File: src/rtl/wo_pkg.sv
package wo_pkg;

  typedef enum logic [1:0] {
    LS_INV   = 2'd0,
    LS_VALID = 2'd1,
    LS_RSV   = 2'd2,
    LS_DIRTY = 2'd3
  } line_st_t;

  typedef enum logic [1:0] {
    BC_NONE  = 2'd0,
    BC_READ  = 2'd1,
    BC_WRITE = 2'd2,
    BC_WBACK = 2'd3
  } bus_cmd_t;

endpackage

File: src/rtl/wo_line_dir.sv
module wo_line_dir
  import wo_pkg::*;
#(
  parameter int IDX_W = 2,
  parameter int TAG_W = 6
) (
  input  logic             clk,
  input  logic             rst,
  input  logic [IDX_W-1:0] la_idx,
  output logic [TAG_W-1:0] la_tag,
  output line_st_t         la_st,
  input  logic [IDX_W-1:0] sn_idx,
  output logic [TAG_W-1:0] sn_tag,
  output line_st_t         sn_st,
  input  logic             sn_we,
  input  line_st_t         sn_new,
  input  logic             f_we,
  input  logic [IDX_W-1:0] f_idx,
  input  logic [TAG_W-1:0] f_tag,
  input  line_st_t         f_new
);
  localparam int LINES = 1 << IDX_W;

  logic [LINES-1:0][TAG_W-1:0] tag_v;
  logic [LINES-1:0][1:0]       st_v;

  for (genvar i = 0; i < LINES; i++) begin : g_line
    logic [TAG_W-1:0] tag_r;
    logic [1:0]       st_r;
    logic             sn_sel;
    logic             f_sel;
    assign sn_sel = sn_we && (sn_idx == IDX_W'(i));
    assign f_sel  = f_we && (f_idx == IDX_W'(i));
    always_ff @(posedge clk) begin
      if (rst) begin
        st_r  <= LS_INV;
        tag_r <= '0;
      end else if (sn_sel) begin
        st_r <= sn_new;
      end else if (f_sel) begin
        st_r  <= f_new;
        tag_r <= f_tag;
      end
    end
    assign tag_v[i] = tag_r;
    assign st_v[i]  = st_r;
  end

  assign la_tag = tag_v[la_idx];
  assign la_st  = line_st_t'(st_v[la_idx]);
  assign sn_tag = tag_v[sn_idx];
  assign sn_st  = line_st_t'(st_v[sn_idx]);

  AST_DIRTY_KEPT: assert property (@(posedge clk) disable iff (rst)
    !(f_we && st_v[f_idx] == LS_DIRTY && tag_v[f_idx] != f_tag));

endmodule

File: src/rtl/wo_data_ram.sv
module wo_data_ram #(
  parameter int IDX_W  = 2,
  parameter int DATA_W = 16
) (
  input  logic              clk,
  input  logic              we,
  input  logic [IDX_W-1:0]  widx,
  input  logic [DATA_W-1:0] wdata,
  input  logic [IDX_W-1:0]  ra_idx,
  output logic [DATA_W-1:0] ra_data,
  input  logic [IDX_W-1:0]  rb_idx,
  output logic [DATA_W-1:0] rb_data
);
  localparam int LINES = 1 << IDX_W;

  logic [DATA_W-1:0] mem [LINES];

  always_ff @(posedge clk) begin
    if (we) mem[widx] <= wdata;
  end

  assign ra_data = mem[ra_idx];
  assign rb_data = mem[rb_idx];

endmodule

File: src/rtl/wo_snoop_cache.sv
module wo_snoop_cache
  import wo_pkg::*;
#(
  parameter int ADDR_W = 16,
  parameter int DATA_W = 32,
  parameter int IDX_W  = 4
) (
  input  logic              clk,
  input  logic              rst,
  input  logic              cpu_req,
  input  logic              cpu_we,
  input  logic [ADDR_W-1:0] cpu_addr,
  input  logic [DATA_W-1:0] cpu_wdata,
  output logic [DATA_W-1:0] cpu_rdata,
  output logic              cpu_ready,
  output logic              bus_req,
  input  logic              bus_grant,
  output logic [1:0]        bus_cmd,
  output logic [ADDR_W-1:0] bus_addr,
  output logic [DATA_W-1:0] bus_wdata,
  input  logic [DATA_W-1:0] bus_rdata,
  input  logic              bus_done,
  input  logic              snoop_valid,
  input  logic [1:0]        snoop_cmd,
  input  logic [ADDR_W-1:0] snoop_addr,
  output logic              snoop_dirty,
  output logic [DATA_W-1:0] snoop_data
);
  localparam int TAG_W = ADDR_W - IDX_W;

  typedef enum logic [1:0] {FS_IDLE, FS_ACQ, FS_XFER} fsm_t;
  fsm_t fs;

  logic [IDX_W-1:0]  cpu_idx;
  logic [TAG_W-1:0]  cpu_tag;
  logic [IDX_W-1:0]  sn_idx;
  logic [TAG_W-1:0]  sn_tag_in;
  logic [TAG_W-1:0]  la_tag, sn_tag;
  line_st_t          la_st, sn_st;
  logic [DATA_W-1:0] la_data, sn_data;

  assign cpu_idx   = cpu_addr[IDX_W-1:0];
  assign cpu_tag   = cpu_addr[ADDR_W-1:IDX_W];
  assign sn_idx    = snoop_addr[IDX_W-1:0];
  assign sn_tag_in = snoop_addr[ADDR_W-1:IDX_W];

  // Snoop side: decide the new state of a matching line
  logic     s_hit, s_hit_dirty, sn_we;
  line_st_t sn_new;

  assign s_hit       = snoop_valid && (sn_st != LS_INV) && (sn_tag == sn_tag_in);
  assign s_hit_dirty = s_hit && (snoop_cmd == BC_READ) && (sn_st == LS_DIRTY);

  always_comb begin
    sn_we  = 1'b0;
    sn_new = sn_st;
    if (s_hit) begin
      if (snoop_cmd == BC_READ) begin
        if (sn_st == LS_DIRTY || sn_st == LS_RSV) begin
          sn_we  = 1'b1;
          sn_new = LS_VALID;
        end
      end else if (snoop_cmd != BC_NONE) begin
        sn_we  = 1'b1;
        sn_new = LS_INV;
      end
    end
  end

  // Processor side: lookup classification
  logic hit, local_ok, victim_dirty, go_local;

  assign hit          = (la_st != LS_INV) && (la_tag == cpu_tag);
  assign local_ok     = hit && (!cpu_we || la_st == LS_RSV || la_st == LS_DIRTY);
  assign victim_dirty = (la_st == LS_DIRTY) && !hit;
  assign go_local     = cpu_req && local_ok &&
                        ((fs == FS_IDLE && !snoop_valid && !cpu_ready) ||
                         (fs == FS_ACQ && bus_grant));

  // Array write port from the controller
  logic              f_we, d_we;
  logic [TAG_W-1:0]  f_tag;
  line_st_t          f_new;
  logic [DATA_W-1:0] d_wdata;

  always_comb begin
    f_we    = 1'b0;
    f_tag   = cpu_tag;
    f_new   = la_st;
    d_we    = 1'b0;
    d_wdata = cpu_wdata;
    if (go_local && cpu_we) begin
      f_we  = 1'b1;
      f_new = LS_DIRTY;
      d_we  = 1'b1;
    end else if (fs == FS_XFER && bus_done) begin
      unique case (bus_cmd)
        BC_WBACK: begin
          f_we  = 1'b1;
          f_tag = la_tag;
          f_new = LS_INV;
        end
        BC_READ: begin
          f_we    = 1'b1;
          f_new   = LS_VALID;
          d_we    = 1'b1;
          d_wdata = bus_rdata;
        end
        BC_WRITE: begin
          f_we  = 1'b1;
          f_new = LS_RSV;
          d_we  = 1'b1;
        end
        default: ;
      endcase
    end
  end

  wo_line_dir #(.IDX_W(IDX_W), .TAG_W(TAG_W)) u_dir (
    .clk    (clk),
    .rst    (rst),
    .la_idx (cpu_idx),
    .la_tag (la_tag),
    .la_st  (la_st),
    .sn_idx (sn_idx),
    .sn_tag (sn_tag),
    .sn_st  (sn_st),
    .sn_we  (sn_we),
    .sn_new (sn_new),
    .f_we   (f_we),
    .f_idx  (cpu_idx),
    .f_tag  (f_tag),
    .f_new  (f_new)
  );

  wo_data_ram #(.IDX_W(IDX_W), .DATA_W(DATA_W)) u_ram (
    .clk     (clk),
    .we      (d_we),
    .widx    (cpu_idx),
    .wdata   (d_wdata),
    .ra_idx  (cpu_idx),
    .ra_data (la_data),
    .rb_idx  (sn_idx),
    .rb_data (sn_data)
  );

  // Registered outputs and sequencing
  always_ff @(posedge clk) begin
    if (rst) begin
      fs          <= FS_IDLE;
      cpu_ready   <= 1'b0;
      cpu_rdata   <= '0;
      bus_req     <= 1'b0;
      bus_cmd     <= BC_NONE;
      bus_addr    <= '0;
      bus_wdata   <= '0;
      snoop_dirty <= 1'b0;
      snoop_data  <= '0;
    end else begin
      cpu_ready   <= 1'b0;
      snoop_dirty <= s_hit_dirty;
      if (s_hit_dirty) snoop_data <= sn_data;
      unique case (fs)
        FS_IDLE: begin
          if (cpu_req && !cpu_ready && !snoop_valid) begin
            if (local_ok) begin
              cpu_ready <= 1'b1;
              cpu_rdata <= cpu_we ? cpu_wdata : la_data;
            end else begin
              bus_req <= 1'b1;
              fs      <= FS_ACQ;
            end
          end
        end
        FS_ACQ: begin
          if (bus_grant) begin
            if (local_ok) begin
              cpu_ready <= 1'b1;
              cpu_rdata <= cpu_we ? cpu_wdata : la_data;
              bus_req   <= 1'b0;
              fs        <= FS_IDLE;
            end else if (victim_dirty) begin
              bus_cmd   <= BC_WBACK;
              bus_addr  <= {la_tag, cpu_idx};
              bus_wdata <= la_data;
              fs        <= FS_XFER;
            end else if (!cpu_we) begin
              bus_cmd  <= BC_READ;
              bus_addr <= cpu_addr;
              fs       <= FS_XFER;
            end else begin
              bus_cmd   <= BC_WRITE;
              bus_addr  <= cpu_addr;
              bus_wdata <= cpu_wdata;
              fs        <= FS_XFER;
            end
          end
        end
        FS_XFER: begin
          if (bus_done) begin
            bus_cmd <= BC_NONE;
            if (bus_cmd == BC_WBACK) begin
              fs <= FS_ACQ;
            end else begin
              cpu_ready <= 1'b1;
              cpu_rdata <= (bus_cmd == BC_READ) ? bus_rdata : cpu_wdata;
              bus_req   <= 1'b0;
              fs        <= FS_IDLE;
            end
          end
        end
        default: fs <= FS_IDLE;
      endcase
    end
  end

  AST_CMD_UNDER_GRANT: assert property (@(posedge clk) disable iff (rst)
    (bus_cmd != BC_NONE) |-> bus_grant);

  AST_READY_PULSE: assert property (@(posedge clk) disable iff (rst)
    cpu_ready |=> !cpu_ready);

  AST_DIRTY_FLUSH: assert property (@(posedge clk) disable iff (rst)
    (snoop_valid && snoop_cmd == BC_READ && sn_st == LS_DIRTY && sn_tag == sn_tag_in)
      |=> snoop_dirty);

  AST_LOCAL_STORE_QUIET: assert property (@(posedge clk) disable iff (rst)
    (fs == FS_IDLE && cpu_req && cpu_we && !cpu_ready && !snoop_valid && hit &&
     la_st == LS_DIRTY) |=> !bus_req);

  AST_WT_RESERVED: assert property (@(posedge clk) disable iff (rst)
    (fs == FS_XFER && bus_done && bus_cmd == BC_WRITE)
      |=> (!$stable(cpu_addr) || la_st == LS_RSV));

endmodule

File: config.mk
export PLATFORM = sky130hd
export DESIGN_NAME = wo_snoop_cache
export DESIGN_NICKNAME = d
export VERILOG_FILES = /design/src/rtl/wo_pkg.sv /design/src/rtl/wo_line_dir.sv /design/src/rtl/wo_data_ram.sv /design/src/rtl/wo_snoop_cache.sv
export SDC_FILE = /design/constraint.sdc
export NUM_CORES = 2
export LEC_CHECK = 0
export BUFFER_PORTS_ARGS = -buffer_cell sky130_fd_sc_hd__buf_2
export CAP_MARGIN = 20
export CELL_PAD_IN_SITES_DETAIL_PLACEMENT = 0
export CELL_PAD_IN_SITES_GLOBAL_PLACEMENT = 1
export CORE_MARGIN = 8
export CORE_UTILIZATION = 34
export CTS_CLUSTER_DIAMETER = 30
export CTS_CLUSTER_SIZE = 24
export DETAILED_ROUTE_END_ITERATION = 16
export GPL_TIMING_DRIVEN = 1
export PLACE_DENSITY_LB_ADDON = 0.1
export SKIP_CTS_REPAIR_TIMING = 1
export SLEW_MARGIN = 20
export SYNTH_ARGS = -nofsm -noshare
export SYNTH_HDL_FRONTEND = slang
export SYNTH_SLANG_ARGS = --single-unit
File: constraint.sdc
create_clock -name clk -period 4.7 [get_ports clk]
set_input_delay 0 -clock clk [delete_from_list [all_inputs] [get_ports clk]]
set_output_delay 0 -clock clk [all_outputs]
set_load 0.01 [all_outputs]
==> run metrics <==
run status=finished with violations; violated checks=negative hold slack; FP Rows=129; CP startpoint kind=flip-flop; final hold slack=-0.0141 ns; Required @ worst endpoint=5.46 ns; Final Instance Area=54,600 µm²; cell chain of the critical path=mux4_2, nor2_1, o22ai_1, xor2_1, nor4_2, buf_4, nand2_1, or3_1, a2111o_1, dlygate4sd3_1, nand3_1, dlygate4sd3_1; PnR Total Power=26.0 mW; vias in the first global route=30,870; # DRC=0; Final ANT Viol Nets=0; area delta synth->final=29.3%; Initial Util=34.2%; die area=136,000 µm²; fmax=0.219 GHz; ys async rst share=0%; Post-synth EDFFs=512; post-route setup TNS=0 ns; Setup Crit Path Kind=flip-flop to flip-flop; endpoints failing hold=1; max incr delay on CP=0.57 ns; Root Buffer=clkbuf_16; Met1 Wirelength=71,300 µm; crit-path most repeated cell=dlygate4sd3_1; LEAKAGE=19.2 nW; Post-DP Area=45,900 µm²; H-tree Lvls=4; Skew-Pair Late Insertion Delay=0.82 ns; met2 wire len=77,000 µm; core area=123,000 µm²; first-pass GRT wire length=233,000 µm; Finished Layout Cells=5,143; width of the chip=368 µm; CTS tree=done; synth top area cells=edfxtp_1 (36%), mux4_2 (22%), dfxtp_1 (16%); initial antenna violation count=4; routed len/inst=32.0 µm; crit-path max FO=6; HP Class=primary input to flip-flop; Power Dens Cells=476 nW/µm²; worst setup margin=0.144 ns; fin util=44.2%; sequential-to-total area share from yosys stat=52.7%; Reg clk slew, reported paths=0.05 ns; clk_skew=0.0394 ns; Pre-antenna DRT Iters=6; synth warn=0; critical path's slowest cell=dlygate4sd3_1; Synth area leader=edfxtp_1; library cells used by synthesis=78; WL final=164,000 µm; Worst-Margin Slew=1.07 ns; Place WS=0.227 ns; hold_sp=cpu_addr[0]; input/output buffers=221; TritonCTS Sinks=855; RSZ-0062 raised after global routing=false; CTS buffer count=219; height of the die=368 µm; max-cap violation count=0; vias per std cell=5.92; Final setup violation count=0; Synth Cell Area=42,200 µm²; Crit path max-delay family=simple AND/OR/NAND/NOR gates; # nets final=3,420; min Tclk post-route=4.56 ns; CP Buf/Inv Count=3; fraction of layout cells with a size suffix above 1=37.0%; Worst Setup End Kind=flip-flop; remaining global-route overflow=0; Data arrival, critical path=5.32 ns; Worst VDD drop=0.371 mV; largest net degree at the start of global routing=68; io pins=222; DR WL met3=11,400 µm; reg2reg start=u_dir.g_line[3].tag_r[0]; HPWL Detailed=104,000 µm; GR Util All Layers=23.5%; Inst Count DP=4,621; Synth Register Bits=855; Final Cycle Share=96.9%; Critical path origin=u_dir.g_line[3].tag_r[0]; highest metal used=met5; via count=30,456; Post-Syn Instances=2,876; dominant synthesized flop cell=edfxtp_1; syn_nets=2,989; GPL Wtd Cong=0.895; Slew headroom=28.7%; Final Slew Violations=0; post-synth top area share=36.4%; Syn Area/Cell=14.7 µm²; DRC marker count from the first detailed-route iteration=2,879; clock buffer depth=3
-- cells in the final DEF, fill, tap and decap left out, types with 15 or more instances in the layout --
cell type	Yosys	final
edfxtp_1	512	512
mux4_2	403	403
dfxtp_1	343	343
clkbuf_16	0	220
buf_2	84	213
o2bb2ai_1	181	181
mux2i_1	144	144
a21oi_1	135	135
buf_4	19	123
nand2_1	117	117
dlygate4sd3_1	0	102
nor2_1	115	100
mux2_2	80	80
o21ai_0	70	69
a22oi_1	54	54
nand3_1	55	54
nand2b_1	47	47
clkinv_2	0	44
inv_1	36	35
clkinvlp_4	0	35
bufinv_16	0	32
buf_12	0	30
clkinv_1	1	28
a311oi_2	28	28
clkbuf_1	120	25
nand4_1	20	20
o32ai_1	19	19
nor2b_1	17	17
o211ai_1	17	17
xnor2_1	15	15
-- tightest hold or removal path, stage by stage --
cell	delay, ns
buf_8	0.24
buf_4	0.28
mux2i_1	0.14
nor2_1	0.05
-- cell usage after synthesis (6+ instances only) --
cell type,count
a31oi_1,13
nand2b_1,47
o211ai_1,17
or2_2,6
mux2_2,80
xnor2_1,15
nor2_1,115
o2bb2ai_1,181
o31a_1,7
and2_1,7
and3_1,8
a21o_1,8
nor2b_1,17
buf_6,6
inv_1,36
nand4_1,20
o22ai_1,13
nor3_1,18
mux2i_1,144
clkbuf_1,120
buf_2,84
a211oi_1,7
buf_1,35
a21oi_1,135
nand2_1,117
a311oi_2,28
buf_4,19
mux4_2,403
ha_1,8
a22o_1,11
nand3_1,55
o21ai_0,70
edfxtp_1,512
o32ai_1,19
a311oi_1,6
dfxtp_1,343
a22oi_1,54
nor4_1,9
-- per-layer routing --
metal	up-vias	GRT usage (%)
li1	12766	-
met1	16108	32.3
met2	1287	37.2
met3	291	5.10
met4	4	7.61
met5	-	0
-- sequential cells by signal, summed over array words and instances, names as in the netlist, 2 cells and up --
register            cells
u_dir.g_line.tag_r    192
u_dir.g_line.st_r      32
bus_cmd                 2
bus_wdata              32
cpu_rdata              32
fs                      2
snoop_data             32
bus_addr               16
u_ram.mem             512
-- path summary, 6_finish.rpt --
kind,slack [ns],depth (start not counted),end
worst max-delay path,0.14,12,bus_cmd[0]
worst min-delay path,-0.01,4,bus_addr[0]
worst max register to register,0.14,12,bus_cmd[0]
worst min register to register,0.45,2,bus_wdata[29]
-- power by group --
| group | switching [mW] | total [mW] | internal (mW) | leakage, nW |
|---|---|---|---|---|
| combinational | 1.61 | 2.58 | 0.970 | 8.20 |
| clock | 4.83 | 15.2 | 10.4 | 3.63 |
| sequential | 0.0956 | 8.17 | 8.07 | 7.37 |
-- kinds of logic (layout without fill, tap and decap cells) --
group | count (synthesis) | in the layout | synth area share [%]
AO/OA/AOI/OAI | 620 | 620 | 11.1
XOR/XNOR | 19 | 19 | 0.394
adder cells (fa/ha/maj) | 8 | 8 | 0.237
buffers and inverters | 302 | 929 | 3.21
flip-flops | 855 | 855 | 52.7
multiplexers | 628 | 628 | 27.1
other | 0 | 3 | 0
AND/OR/NAND/NOR | 444 | 444 | 5.20
-- layout make-up --
| type | count | area (µm²) |
|---|---|---|
| tap | 1637 | 2050 |
| clock buffer | 252 | 5700 |
| sequential | 855 | 22200 |
| timing repair buffer | 474 | 3710 |
| clock inverter | 165 | 1930 |
| inverter | 38 | 145 |
| multi-input combinational | 1719 | 18800 |
| antenna | 3 | 7.51 |
| fill | 11067 | 68900 |
No activity file was read; power rests on OpenSTA's default activity.
